==> src/rtl/rfsm_pkg.sv <==
package rfsm_pkg;
  // state codes
  localparam int ST_START = 0;
  localparam int ST_CLEAR = 1;
  localparam int ST_STEP  = 2;
  localparam int ST_COUNT = 3;
  localparam int ST_MID   = 4;  // only between levels

  // condition vector indices
  localparam int C_END = 0;
  localparam int C_BIT = 1;
  localparam int NCOND = 2;

  // strobe bit positions
  localparam int Y_COPY = 0;
  localparam int Y_CLR  = 1;
  localparam int Y_STEP = 2;
  localparam int Y_ONE  = 3;
  localparam int Y_W    = 4;

  // selector entry: which condition a level tests for a code
  function automatic int sel_code(int lvl, int st);
    if (lvl == 0) return C_END;
    return (st == ST_MID) ? C_BIT : C_END;
  endfunction

  // transition entry
  function automatic int nxt_code(int lvl, int nlvl, int st, int c);
    if (lvl == 0) begin
      if (st == ST_START) return ST_CLEAR;
      if (st >= ST_CLEAR && st <= ST_COUNT) return (c != 0) ? ST_START : ST_MID;
      return ST_START;
    end
    if (lvl == nlvl - 1) begin
      if (st == ST_MID) return (c != 0) ? ST_COUNT : ST_STEP;
      if (st <= ST_COUNT) return st;
      return ST_START;
    end
    if (st <= ST_MID) return st;
    return ST_START;
  endfunction

  // output entry
  function automatic int out_code(int st);
    case (st)
      ST_START: return 1 << Y_COPY;
      ST_CLEAR: return 1 << Y_CLR;
      ST_STEP:  return 1 << Y_STEP;
      ST_COUNT: return (1 << Y_STEP) | (1 << Y_ONE);
      default:  return 0;
    endcase
  endfunction
endpackage

==> src/rtl/rfsm_lut_ram.sv <==
module rfsm_lut_ram #(
  parameter int AW = 3,
  parameter int DW = 3
) (
  input  logic          clk,
  input  logic          we,
  input  logic [AW-1:0] waddr,
  input  logic [DW-1:0] wdata,
  input  logic [AW-1:0] raddr,
  output logic [DW-1:0] rdata
);
  localparam int DEPTH = 1 << AW;

  logic [DW-1:0] mem [DEPTH];

  always_ff @(posedge clk) begin
    if (we) mem[waddr] <= wdata;
  end

  // asynchronous read: distributed RAM
  assign rdata = mem[raddr];
endmodule

==> src/rtl/rfsm_level.sv <==
module rfsm_level #(
  parameter int ST_W  = 3,
  parameter int NCOND = 2,
  parameter int SEL_W = 1
) (
  input  logic             clk,
  input  logic             sel_we,
  input  logic             tr_we,
  input  logic [ST_W:0]    waddr,
  input  logic [ST_W-1:0]  wdata,
  input  logic [NCOND-1:0] cond_i,
  input  logic [ST_W-1:0]  st_i,
  output logic [ST_W-1:0]  st_o
);
  logic [SEL_W-1:0] pick;
  logic             bit_sel;

  rfsm_lut_ram #(.AW(ST_W), .DW(SEL_W)) u_sel (
    .clk   (clk),
    .we    (sel_we),
    .waddr (waddr[ST_W-1:0]),
    .wdata (wdata[SEL_W-1:0]),
    .raddr (st_i),
    .rdata (pick)
  );

  assign bit_sel = cond_i[pick];

  rfsm_lut_ram #(.AW(ST_W + 1), .DW(ST_W)) u_tr (
    .clk   (clk),
    .we    (tr_we),
    .waddr (waddr),
    .wdata (wdata),
    .raddr ({st_i, bit_sel}),
    .rdata (st_o)
  );
endmodule

==> src/rtl/rfsm_loader.sv <==
module rfsm_loader
  import rfsm_pkg::*;
#(
  parameter int NLVL  = 2,
  parameter int ST_W  = 3,
  parameter int DAT_W = 4
) (
  input  logic             clk,
  input  logic             rst,
  output logic             busy_o,
  output logic [NLVL-1:0]  sel_we_o,
  output logic [NLVL-1:0]  tr_we_o,
  output logic             out_we_o,
  output logic [ST_W:0]    waddr_o,
  output logic [DAT_W-1:0] wdata_o
);
  localparam int ST_D  = 1 << ST_W;
  localparam int TR_D  = 1 << (ST_W + 1);
  localparam int WPL   = ST_D + TR_D;
  localparam int OFF_W = $clog2(WPL);
  localparam int LV_W  = $clog2(NLVL + 1);

  logic [LV_W-1:0]  lvl_q;
  logic [OFF_W-1:0] off_q;
  logic             done_q;
  logic             in_out, in_tr;
  logic [OFF_W-1:0] toff;
  int               d;

  always_ff @(posedge clk) begin
    if (rst) begin
      lvl_q  <= '0;
      off_q  <= '0;
      done_q <= 1'b0;
    end else if (!done_q) begin
      if (lvl_q == LV_W'(NLVL)) begin
        if (off_q == OFF_W'(ST_D - 1)) done_q <= 1'b1;
        else                           off_q  <= off_q + 1'b1;
      end else if (off_q == OFF_W'(WPL - 1)) begin
        off_q <= '0;
        lvl_q <= lvl_q + 1'b1;
      end else begin
        off_q <= off_q + 1'b1;
      end
    end
  end

  assign busy_o = !done_q;
  assign in_out = (lvl_q == LV_W'(NLVL));
  assign in_tr  = !in_out && (off_q >= OFF_W'(ST_D));
  assign toff   = off_q - OFF_W'(ST_D);

  always_comb begin
    if (in_out)     d = out_code(int'(off_q));
    else if (in_tr) d = nxt_code(int'(lvl_q), NLVL, int'(toff) >> 1, int'(toff) & 1);
    else            d = sel_code(int'(lvl_q), int'(off_q));
    wdata_o = DAT_W'(d);
    waddr_o = in_tr ? toff[ST_W:0] : {1'b0, off_q[ST_W-1:0]};
    out_we_o = !done_q && in_out;
    for (int g = 0; g < NLVL; g++) begin
      sel_we_o[g] = !done_q && !in_out && !in_tr && (lvl_q == LV_W'(g));
      tr_we_o[g]  = !done_q && in_tr && (lvl_q == LV_W'(g));
    end
  end
endmodule

==> src/rtl/ones_datapath.sv <==
module ones_datapath
  import rfsm_pkg::*;
#(
  parameter int VEC_W = 8,
  parameter int CNT_W = 4
) (
  input  logic             clk,
  input  logic             rst,
  input  logic [VEC_W-1:0] vec_i,
  input  logic [Y_W-1:0]   y_i,
  output logic             x_end_o,
  output logic             x_bit_o,
  output logic [CNT_W-1:0] result_o
);
  localparam int LOG = $clog2(VEC_W);

  logic [CNT_W-1:0] idx_q, ones_q, idx_n, ones_n;

  // strobe effects in order: clear, then increments
  always_comb begin
    idx_n  = y_i[Y_CLR] ? '0 : idx_q;
    ones_n = y_i[Y_CLR] ? '0 : ones_q;
    idx_n  = idx_n + CNT_W'(y_i[Y_STEP]);
    ones_n = ones_n + CNT_W'(y_i[Y_ONE]);
  end

  always_ff @(negedge clk) begin
    if (rst) begin
      idx_q    <= '0;
      ones_q   <= '0;
      result_o <= '0;
      x_end_o  <= 1'b0;
      x_bit_o  <= 1'b0;
    end else begin
      if (y_i[Y_COPY]) result_o <= ones_q;
      idx_q  <= idx_n;
      ones_q <= ones_n;
      // condition flags from the updated index
      if (idx_n >= CNT_W'(VEC_W)) begin
        x_end_o <= 1'b1;
      end else begin
        x_end_o <= 1'b0;
        x_bit_o <= vec_i[idx_n[LOG-1:0]];
      end
    end
  end
endmodule

==> src/rtl/popcnt_rfsm_top.sv <==
module popcnt_rfsm_top
  import rfsm_pkg::*;
#(
  parameter int VEC_W = 8,
  parameter int ST_W  = 3,
  parameter int NLVL  = 2
) (
  input  logic                       clk,
  input  logic                       rst,
  input  logic [VEC_W-1:0]           vec_i,
  output logic [$clog2(VEC_W+1)-1:0] count_o,
  output logic                       ready_o
);
  localparam int CNT_W = $clog2(VEC_W + 1);
  localparam int SEL_W = $clog2(NCOND);
  localparam int DAT_W = (ST_W > Y_W) ? ST_W : Y_W;

  logic             load_busy, hold;
  logic [NLVL-1:0]  sel_we, tr_we;
  logic             out_we;
  logic [ST_W:0]    waddr;
  logic [DAT_W-1:0] wdata;
  logic [ST_W-1:0]  lvl_st [NLVL+1];
  logic [ST_W-1:0]  state_q;
  logic [Y_W-1:0]   ystb;
  logic             x_end, x_bit;
  logic [NCOND-1:0] cond;
  logic             primed_q;

  assign hold = rst | load_busy;

  rfsm_loader #(.NLVL(NLVL), .ST_W(ST_W), .DAT_W(DAT_W)) u_loader (
    .clk      (clk),
    .rst      (rst),
    .busy_o   (load_busy),
    .sel_we_o (sel_we),
    .tr_we_o  (tr_we),
    .out_we_o (out_we),
    .waddr_o  (waddr),
    .wdata_o  (wdata)
  );

  always_comb begin
    cond        = '0;
    cond[C_END] = x_end;
    cond[C_BIT] = x_bit;
  end

  assign lvl_st[0] = state_q;

  for (genvar g = 0; g < NLVL; g++) begin : g_lvl
    rfsm_level #(.ST_W(ST_W), .NCOND(NCOND), .SEL_W(SEL_W)) u_level (
      .clk    (clk),
      .sel_we (sel_we[g]),
      .tr_we  (tr_we[g]),
      .waddr  (waddr),
      .wdata  (wdata[ST_W-1:0]),
      .cond_i (cond),
      .st_i   (lvl_st[g]),
      .st_o   (lvl_st[g+1])
    );
  end

  // state register loads from the last level
  always_ff @(posedge clk) begin
    if (hold) state_q <= ST_W'(ST_START);
    else      state_q <= lvl_st[NLVL];
  end

  rfsm_lut_ram #(.AW(ST_W), .DW(Y_W)) u_outram (
    .clk   (clk),
    .we    (out_we),
    .waddr (waddr[ST_W-1:0]),
    .wdata (wdata[Y_W-1:0]),
    .raddr (state_q),
    .rdata (ystb)
  );

  ones_datapath #(.VEC_W(VEC_W), .CNT_W(CNT_W)) u_dp (
    .clk      (clk),
    .rst      (hold),
    .vec_i    (vec_i),
    .y_i      (ystb),
    .x_end_o  (x_end),
    .x_bit_o  (x_bit),
    .result_o (count_o)
  );

  // ready pulse after a copy that follows a real scan
  always_ff @(posedge clk) begin
    if (hold) begin
      primed_q <= 1'b0;
      ready_o  <= 1'b0;
    end else begin
      ready_o <= ystb[Y_COPY] & primed_q;
      if (ystb[Y_CLR]) primed_q <= 1'b1;
    end
  end
endmodule

==> config.mk <==
export PLATFORM = sky130hd
export DESIGN_NAME = popcnt_rfsm_top
export DESIGN_NICKNAME = d
export VERILOG_FILES = /design/src/rtl/rfsm_pkg.sv /design/src/rtl/rfsm_lut_ram.sv /design/src/rtl/rfsm_level.sv /design/src/rtl/rfsm_loader.sv /design/src/rtl/ones_datapath.sv /design/src/rtl/popcnt_rfsm_top.sv
export SDC_FILE = /design/constraint.sdc
export NUM_CORES = 1
export LEC_CHECK = 0
export BUFFER_PORTS_ARGS = -buffer_cell sky130_fd_sc_hd__buf_2
export CAP_MARGIN = 20
export CORE_ASPECT_RATIO = 0.5
export CORE_MARGIN = 1.5
export CORE_UTILIZATION = 25
export DETAILED_ROUTE_END_ITERATION = 6
export HOLD_SLACK_MARGIN = 0.06
export PLACE_DENSITY = 0.5
export SETUP_SLACK_MARGIN = 0.02
export SKIP_CTS_REPAIR_TIMING = 1
export SLEW_MARGIN = 30
export SYNTH_ARGS = -nofsm -noshare
export SYNTH_HDL_FRONTEND = slang
export SYNTH_SLANG_ARGS = --single-unit
==> constraint.sdc <==
create_clock -name clk -period 8.3 [get_ports clk]
set_input_delay 0 -clock clk [delete_from_list [all_inputs] [get_ports clk]]
set_output_delay 0 -clock clk [all_outputs]
set_load 0.005 [all_outputs]
==> results.py <==
metrics = {
    "status": {
        "outcome": "finished, final reports clean",
    },
    "die": {
        "initial_core_util_pct": 25.70,
        "die_h_um": 128.6,
        "core_area_sq_um": 30690,
        "die-area_sq_um": 32690,
        "io_pins": 15,
        "fp.dieW_um": 254.2,
        "rows": 45,
    },
    "worst_setup_path": {
        "end_kind": "register",
        "cp_slowest_cell": "dfxtp_1",
        "path_class": "reg -> reg",
        "critPathMaxFanout": 14,
        "cpPeakStageDelay_ps": 570,
        "worstPathCellList": "clkinv_1 > a311oi_1 > o221ai_1 > a211oi_1 > nor2_1 > mux2_2 > o21a_1 > o41ai_1 > o41ai_2",
        "start_kind": "register",
        "crit_required_ps": 8590,
        "crit_arrival_ps": 8100,
        "reg2reg_slack_ps": 500,
    },
    "logic_synthesis": {
        "yosysUniqueCellTypes": 66,
        "ys_ff_latch": 171,
        "syn-instance-count": 601,
        "syn_avg_cell_area_sq_um": 13.12,
        "synth-async-reset-ratio_pct": 0,
        "syn_area_sq_um": 7888,
        "ys_warn_count": 0,
        "synth-edff-count": 144,
        "synth_nets": 626,
        "synth-main-ff-cell": "edfxtp_1",
        "synth_sequential_area_ratio_pct": 61.68,
    },
    "placed_design": {
        "port_buffers": 14,
        "post-dp-hpwl_um": 12960,
        "finalWeightedCongestion": 0.8196,
    },
    "sta": {
        "whs_ps": 411.8,
        "tns_ps": 0,
        "maxSlewHeadroom_pct": 48.48,
        "rsz0062_at_grt": "false",
        "fin_worst_skew_ps": 30.09,
        "slew_viol_final": 0,
        "hold_viol_final": 0,
        "tightest_slew_ps": 751.3,
        "setup-violations-final": 0,
    },
    "power_and_ir_drop": {
        "peakVddDrop_v": 0.0001151,
        "leakage_nw": 3.111,
        "power_density_nw_per_um2": 193.6,
    },
    "global_route": {
        "grt-ovfl-total": 0,
        "grt_start_max_net_pins": 41,
        "antenna_found_initial": 0,
        "grt_pass1_wl_um": 28650,
        "grt.total_usage_pct": 11.66,
        "grt_pass1_vias": 4957,
    },
    "job": {
        "maxCapViolations": 0,
    },
    "routing": {
        "met2_length_um": 8693,
        "drt_pass1_iterations": 5,
        "route.vias.total": 4935,
        "routed_via_density": 4.616,
        "met1Wirelength_um": 8499,
        "drt-initial-drc-count": 428,
        "wirelength_um": 18140,
        "routed.top_layer": "met4",
        "ant_nets": 0,
        "wl_met3_um": 713,
        "wl_per_cell_um": 16.97,
        "drc": 0,
    },
    "cts": {
        "clk_pin_slew_ps": 70,
        "numCtsBuffers": 17,
        "clk-insertion-delay-late_ps": 450,
        "cts-root-buf": "clkbuf_16",
        "clock-sinks": 171,
        "cts_tree": "done",
        "clockBufferDepth": 2,
        "htree_levels": 4,
    },
    "final_layout": {
        "area_growth_pct": 15.70,
        "fill_cells": 3096,
        "nets": 658,
        "antenna_cells": 0,
        "drive_gt1_share_pct": 16.25,
    },
    "worst_hold_path": {
        "hp-class": "in -> reg",
    },
}
worst paths after layout:
kind                                               from                        endpoint  cells past startpoint
worst max-delay path            u_dp.x_end_o$_SDFF_NP0_           state_q[0]$_SDFF_PP0_                      9
worst min-delay path                                rst  u_loader.lvl_q[1]$_SDFFE_PP0P_                      3
worst max register to register  u_dp.x_end_o$_SDFF_NP0_           state_q[0]$_SDFF_PP0_                      9
worst min register to register    primed_q$_SDFFE_PP0P_              ready_o$_SDFF_PP0_                      2
synth_stat cells (all sizes together) (3+ instances only):
| library cell | count | area share (%) |
|---|---|---|
| nand3 | 18 | 1.1 |
| nor2b | 5 | 0.40 |
| nor2 | 91 | 4.3 |
| o41ai | 7 | 0.97 |
| mux2i | 34 | 4.8 |
| xor2 | 4 | 0.44 |
| nand4 | 4 | 0.32 |
| a21oi | 18 | 1.2 |
| nand2 | 43 | 2.0 |
| clkbuf | 14 | 0.67 |
| nor3 | 10 | 0.63 |
| nor4 | 5 | 0.40 |
| mux2 | 11 | 1.6 |
| buf | 14 | 1.0 |
| o21ai | 11 | 0.70 |
| o221ai | 4 | 0.44 |
| ha | 15 | 2.4 |
| o211a | 4 | 0.51 |
| and3 | 5 | 0.40 |
| inv | 14 | 0.67 |
| a31oi | 3 | 0.24 |
| mux4 | 20 | 5.8 |
| nand2b | 6 | 0.48 |
| xnor2 | 4 | 0.44 |
| edfxtp | 144 | 55 |
| or3 | 6 | 0.48 |
| a211oi | 7 | 0.73 |
| dfxtp | 27 | 6.9 |
| and2 | 11 | 0.87 |
| o22ai | 3 | 0.24 |
| a221oi | 3 | 0.41 |
| clkinv | 4 | 0.19 |
worst max-delay path, delay by kind of cell (launching register included):
kind | cells | cell delay (ps)
buf+inv | 1 | 370
simple gates | 1 | 230
flops | 1 | 570
compound gates | 6 | 1890
mux | 1 | 450
layout make-up:
cell class              instances  area [sq um]  share of cell area, %
clock buffers                  17         425.4                  4.661
multi-input cells             384          2849                  31.22
flip-flops and latches        171          4866                  53.32
inverters                      17         63.81                 0.6992
well taps                     423         529.3                  5.799
clock inverters                29         215.2                  2.358
repair buffers                 28         177.7                  1.947
metrics by stage:
step / power (mW) / setup WS (ps) / cell area (sq um) / utilization (%) / cells
2_1_floorplan: 0.9776 / 528.2 / 7888 / - / 601
3_3_place_gp: 0.9876 / 743.8 / 8479 / 27.63 / 1023
3_5_place_dp: 0.9878 / 661.0 / 8479 / 27.63 / 1023
4_1_cts: 1.782 / 600.0 / 9116 / 29.71 / 1068
5_1_grt: 1.830 / 241.9 / 9126 / 29.74 / 1069
6_report: 1.767 / 496.1 / 9126 / 29.74 / 1069
layer usage:
metal / up-vias / track usage [%]
li1: 2341 / -
met1: 2466 / 15.45
met2: 112 / 19.50
met3: 16 / 1.922
met4: 0 / 3.957
met5: - / 0
placed cells by master (no fill, tap or decap), drive strengths merged, types with 3 or more instances in the layout:
master      n
ha         15
nor4        5
nor2       91
and3        5
nor3       10
dfxtp      27
clkbuf     17
and2       11
or3         6
o21ai      11
nand4       4
nor2b       5
a211oi      7
mux2i      34
xor2        4
o211a       4
a221oi      3
a31oi       3
o41ai       7
o22ai       3
xnor2       4
buf        27
mux4       20
edfxtp    144
clkinvlp    3
inv        35
nand2b      6
nand3      18
a21oi      18
nand2      43
clkinv      8
mux2       11
o221ai      4
logic make-up (layout without fill, tap and decap cells):
| family | Yosys count | in the layout | synth area share, % |
|---|---|---|---|
| AO/OA/AOI/OAI | 82 | 82 | 7.804 |
| XOR/XNOR | 8 | 8 | 0.8882 |
| adder cells (fa/ha/maj) | 15 | 15 | 2.379 |
| buffers and inverters | 46 | 91 | 2.570 |
| flip-flops | 171 | 171 | 61.68 |
| multiplexers | 65 | 65 | 12.20 |
| AND/OR/NAND/NOR | 214 | 214 | 12.48 |
power breakdown:
| group | internal [mW] | switching (mW) | total [mW] |
|---|---|---|---|
| Clock | 0.413 | 0.395 | 0.808 |
| Sequential | 0.920 | 0.00427 | 0.924 |
| Combinational | 0.0124 | 0.0224 | 0.0347 |
| Total | 1.34 | 0.422 | 1.77 |
sequential cells by signal, indices dropped and copies added (netlist names):
name                     cells
u_dp.ones_q                  4
u_dp.result_o                4
state_q                      3
g_lvl.u_level.u_sel.mem     16
u_dp.x_end_o                 1
ready_o                      1
u_loader.off_q               5
u_dp.idx_q                   4
g_lvl.u_level.u_tr.mem      96
u_dp.x_bit_o                 1
primed_q                     1
u_outram.mem                32
u_loader.lvl_q               2
u_loader.done_q              1
Note: power is estimated with default switching activity, not from simulation.
